==> src/rtl/bss_pkg.sv <==
package bss_pkg;
  localparam int MODE_W = 2;
  localparam logic [MODE_W-1:0] MODE_KERNEL = '0;

  typedef struct packed {
    logic ifetch;
    logic src_pc;
    logic dst_pc;
    logic dst_pc_np;
    logic dst_pc_m2;
    logic prev_i;
    logic cont;
    logic con_space;
  } ireq_t;

  typedef struct packed {
    logic src_pc;
    logic dst_pc;
    logic dst_m2;
    logic prev_insn;
    logic ir15;
  } idec_t;

  function automatic logic [MODE_W-1:0] pick_mode(
    input logic kern, input logic console, input logic prev_op,
    input logic prev_insn, input logic [MODE_W-1:0] cur,
    input logic [MODE_W-1:0] prv, input logic [MODE_W-1:0] con);
    if (kern)                      return MODE_KERNEL;
    else if (console)              return con;
    else if (prev_op && prev_insn) return prv;
    else                           return cur;
  endfunction

  function automatic logic any_ireq(input ireq_t r, input idec_t d, input logic last_i);
    logic [7:0] hit;
    hit[0] = r.ifetch;
    hit[1] = r.src_pc    & d.src_pc;
    hit[2] = r.dst_pc    & d.dst_pc;
    hit[3] = r.dst_pc_np & d.dst_pc & ~d.prev_insn;
    hit[4] = r.dst_pc_m2 & d.dst_pc & d.dst_m2;
    hit[5] = r.prev_i    & d.prev_insn & ~d.ir15;
    hit[6] = r.cont      & last_i;
    hit[7] = r.con_space;
    return |hit;
  endfunction
endpackage

==> src/rtl/bss_mode_pick.sv <==
module bss_mode_pick
  import bss_pkg::*;
(
  input  logic              kern,
  input  logic              console,
  input  logic              prev_op,
  input  logic              prev_insn,
  input  logic [MODE_W-1:0] cur_mode,
  input  logic [MODE_W-1:0] prev_mode,
  input  logic [MODE_W-1:0] con_mode,
  output logic [MODE_W-1:0] mode_next
);
  always_comb
    mode_next = pick_mode(kern, console, prev_op, prev_insn, cur_mode, prev_mode, con_mode);
endmodule

==> src/rtl/bss_space_pick.sv <==
module bss_space_pick
  import bss_pkg::*;
(
  input  logic  kern,
  input  ireq_t req,
  input  idec_t dec,
  input  logic  last_i,
  output logic  ispace_next
);
  always_comb
    ispace_next = ~kern & any_ireq(req, dec, last_i);
endmodule

==> src/rtl/bss_selector.sv <==
module bss_selector
  import bss_pkg::*;
(
  input  logic       clk,
  input  logic       rst_n,
  input  logic       cycle_start,
  input  logic [1:0] psw_cur_mode,
  input  logic [1:0] psw_prev_mode,
  input  logic [1:0] con_mode,
  input  logic       con_ispace,
  input  logic       ctl_kern_dread,
  input  logic       ctl_console,
  input  logic       ctl_prev_op,
  input  logic       ctl_ifetch,
  input  logic       ctl_src_pc,
  input  logic       ctl_dst_pc,
  input  logic       ctl_dst_pc_np,
  input  logic       ctl_dst_pc_m2,
  input  logic       ctl_prev_i,
  input  logic       ctl_cont,
  input  logic       ctl_con_space,
  input  logic       dec_src_pc,
  input  logic       dec_dst_pc,
  input  logic       dec_dst_m2,
  input  logic       dec_prev_insn,
  input  logic       dec_ir15,
  output logic [1:0] sel_mode,
  output logic       sel_ispace
);
  ireq_t             req;
  idec_t             dec;
  logic [MODE_W-1:0] mode_next;
  logic              ispace_next;
  logic              last_i;

  assign req = '{ifetch: ctl_ifetch, src_pc: ctl_src_pc, dst_pc: ctl_dst_pc,
                 dst_pc_np: ctl_dst_pc_np, dst_pc_m2: ctl_dst_pc_m2,
                 prev_i: ctl_prev_i, cont: ctl_cont,
                 con_space: ctl_con_space & con_ispace};
  assign dec = '{src_pc: dec_src_pc, dst_pc: dec_dst_pc, dst_m2: dec_dst_m2,
                 prev_insn: dec_prev_insn, ir15: dec_ir15};

  bss_mode_pick u_mode (
    .kern(ctl_kern_dread), .console(ctl_console), .prev_op(ctl_prev_op),
    .prev_insn(dec_prev_insn), .cur_mode(psw_cur_mode),
    .prev_mode(psw_prev_mode), .con_mode(con_mode), .mode_next(mode_next));

  bss_space_pick u_space (
    .kern(ctl_kern_dread), .req(req), .dec(dec), .last_i(last_i),
    .ispace_next(ispace_next));

  always_ff @(posedge clk or negedge rst_n) begin
    if (!rst_n) begin
      sel_mode   <= MODE_KERNEL;
      sel_ispace <= 1'b0;
      last_i     <= 1'b0;
    end else if (cycle_start) begin
      sel_mode   <= mode_next;
      sel_ispace <= ispace_next;
      last_i     <= ispace_next;
    end
  end
endmodule

==> config.mk <==
export PLATFORM = sky130hd
export DESIGN_NAME = bss_selector
export DESIGN_NICKNAME = d
export VERILOG_FILES = /design/src/rtl/bss_pkg.sv /design/src/rtl/bss_mode_pick.sv /design/src/rtl/bss_space_pick.sv /design/src/rtl/bss_selector.sv
export SDC_FILE = /design/constraint.sdc
export NUM_CORES = 1
export LEC_CHECK = 0
export CORE_AREA = 8 8 45 47
export CTS_BUF_LIST = sky130_fd_sc_hd__clkbuf_2 sky130_fd_sc_hd__clkbuf_4 sky130_fd_sc_hd__clkbuf_8
export DETAILED_ROUTE_END_ITERATION = 8
export DIE_AREA = 0 0 53 55
export DONT_BUFFER_PORTS = 1
export HOLD_SLACK_MARGIN = 0.03
export SLEW_MARGIN = 20
export SYNTH_ARGS = -nofsm -noshare
export SYNTH_HDL_FRONTEND = slang
export SYNTH_SLANG_ARGS = --single-unit
export TNS_END_PERCENT = 10
==> constraint.sdc <==
create_clock -name clk -period 1.35 [get_ports clk]
set_input_delay 0.27 -clock clk [delete_from_list [all_inputs] [get_ports clk]]
set_output_delay 0.27 -clock clk [all_outputs]
set_load 0.03 [all_outputs]
==> results.txt <==
Yosys warning count -> 0
layout cells sized above 1 -> 0.172
# rows -> 14
upper clock frequency limit -> 968 MHz
Worst slew margin -> 0.775
TritonCTS buffer count -> 3
Reg power frac -> 0.371
WL/cell -> 18.3 um
CTS tree -> yes
non-filler cells, final -> 45
type of the tightest min-delay check -> input port to register
Comb power frac -> 0.104
Worst Tran Pin Value -> 0.338 ns
CTS root buffer -> clkbuf_4
P&R area growth vs syn -> 28.1%
Worst Setup Path Type -> register to output pin
post-route ant nets -> 0
fin. max-slew vios -> 0
Hold-fix buffers, CTS -> 1
Final #Nets -> 56
Hold Violations, Final -> 0
Final Critical Period -> 1.03 ns
pin count of the biggest net entering global routing -> 6
crit path max fanout -> 2
maximum VDD drop -> 0.000320 V
Yosys top cell by area -> dfrtp_1
ranking of synthesized cells by area -> dfrtp_1, a211o_1, a22o_1
endpoint class of the critical path -> output pin
initial antenna violation count -> 0
post-synth top area share -> 0.351
Switch Pwr -> 0.0864 mW
global-route wire length before repair -> 1220 um
WL final -> 822 um
max-cap check violation count -> 0
WP data required -> 1.08 ns
postcts setup bufs -> 0
CTS Sinks -> 3
Cells after DPL -> 40
#FFs+latches synth -> 3
RSZ-0062 raised after global routing -> no
Worst-path clk slew -> 0.04 ns
Yosys cell types -> 16
# setup viols final -> 0
CP arrival -> 0.76 ns
outcome -> completed
syn_nets -> 50
clk_lat worst skew -> 0.23 ns
total grt overflow -> 0
Remaining DRCs -> 0
CP startpoint kind -> register
Avg Inst Size Synth -> 8.91 um^2
Switching Fraction -> 0.256
clock power share -> 0.525
Post-Synthesis Cells -> 24
PwrDens -> 1230 mW/mm^2
ant diodes -> 0
Power Internal -> 0.251 mW
Core Region -> 0.00138 mm^2
die width -> 53 um
H-tree depth -> 1
clk_skew -> 0 ns
RePlAce Congestion -> 0.626
Post-Syn Area -> 214 um^2
Initial DRC Count -> 4
number of buffers on the longest clock path -> 2
TritonRoute pass-1 iters -> 2
Die ar. -> 0.00292 mm^2
gr usage total -> 0.0657
total number of vias -> 223
Top Ports -> 29
final setup TNS -> 0 ns
vias in the first global route -> 252
Starting Density -> 0.155
Die Ht -> 55 um
post-CTS resize count -> 0
Fillers -> 157
Detailed Place HPWL -> 742 um
Port Buffers -> 0
sequential area share after synthesis -> 0.351
Final period util -> 0.765
P_leak -> 0.134 nW
vias per cell -> 4.96
[final timing paths]
path	start	endpoint	slack, ns	depth (start not counted)
max	sel_mode[1]$_DFFE_PN0P_	sel_mode[1]	0.32	0
min	dec_dst_pc	sel_ispace$_DFFE_PN0P_	0.24	2
max reg2reg	sel_ispace$_DFFE_PN0P_	sel_ispace$_DFFE_PN0P_	0.38	2
min reg2reg	sel_mode[0]$_DFFE_PN0P_	sel_mode[0]$_DFFE_PN0P_	0.76	1
max in group asynchronous	rst_n	sel_ispace$_DFFE_PN0P_	0.89	1
min in group asynchronous	rst_n	sel_mode[0]$_DFFE_PN0P_	0.30	1
[synthesized netlist by cell type, drive strengths merged]
master / number
a21oi: 2
a41oi: 1
a21boi: 1
a22oi: 1
a22o: 2
nand2b: 1
and2b: 1
a21o: 1
inv: 3
nand3b: 1
dfrtp: 3
and3: 2
nand2: 1
a211oi: 1
a211o: 2
o21ai: 1
[per-layer routing]
layer,vias up,wire length (um),global-route usage
met5,-,0,0
met4,0,26,0.0776
met3,2,92,0.0481
met2,14,438,0.0977
met1,105,264,0.0519
li1,102,-,-
[metrics by stage]
| stage | cell area, um^2 | power [mW] | setup slack [ns] | utilization | hold WS (ns) |
|---|---|---|---|---|---|
| after floorplan | 214 | 0.150 | 0.389 | - | -0.0256 |
| after global placement | 234 | 0.159 | 0.362 | 0.169 | -0.0254 |
| after detailed placement | 234 | 0.160 | 0.346 | 0.169 | -0.0254 |
| after CTS | 274 | 0.347 | 0.291 | 0.198 | 0.245 |
| after global routing | 274 | 0.373 | 0.265 | 0.198 | 0.245 |
| final | 274 | 0.337 | 0.317 | 0.198 | 0.242 |
[cell families after synthesis]
logic type             Yosys count  share of synthesized area
AO/OA/AOI/OAI                   12                      0.415
buffers and inverters            3                     0.0526
AND/OR/NAND/NOR                  6                      0.181
flip-flops                       3                      0.351
[power by group through the flow]
stage | Sequential, mW | Combinational (mW) | Clock [mW]
2_1_floorplan | 0.123 | 0.0277 | 0
3_3_place_gp | 0.127 | 0.0312 | 0
3_5_place_dp | 0.128 | 0.0320 | 0
4_1_cts | 0.126 | 0.0361 | 0.185
5_1_grt | 0.127 | 0.0400 | 0.206
6_report | 0.125 | 0.0352 | 0.177
[cell type report]
type / count / area, um^2 / share of cell area
timing repair buffer: 1 / 10.0 / 0.0365
clock buffer: 4 / 30.0 / 0.110
sequential: 3 / 75.1 / 0.274
multi-input combinational: 18 / 128 / 0.466
inverter: 3 / 11.3 / 0.0411
tap: 16 / 20.0 / 0.0731
[state kept, by name, summed over array words and instances, names as in the netlist]
signal,cells
sel_ispace,1
sel_mode,2
[cells in the final DEF (no fill, tap or decap)]
cell type,Yosys,routed
dlygate4sd3_1,0,1
a211oi_1,1,1
a21o_1,1,1
a41oi_1,1,1
and2b_2,1,1
and3_1,2,2
a211o_1,2,2
a22o_1,2,2
o21ai_0,1,1
a22oi_1,1,1
nand3b_1,1,1
clkbuf_4,0,4
dfrtp_1,3,3
nand2_1,1,1
nand2b_1,1,1
inv_1,3,3
a21oi_1,2,2
a21boi_0,1,1
Note: power is estimated with default switching activity, not from simulation.
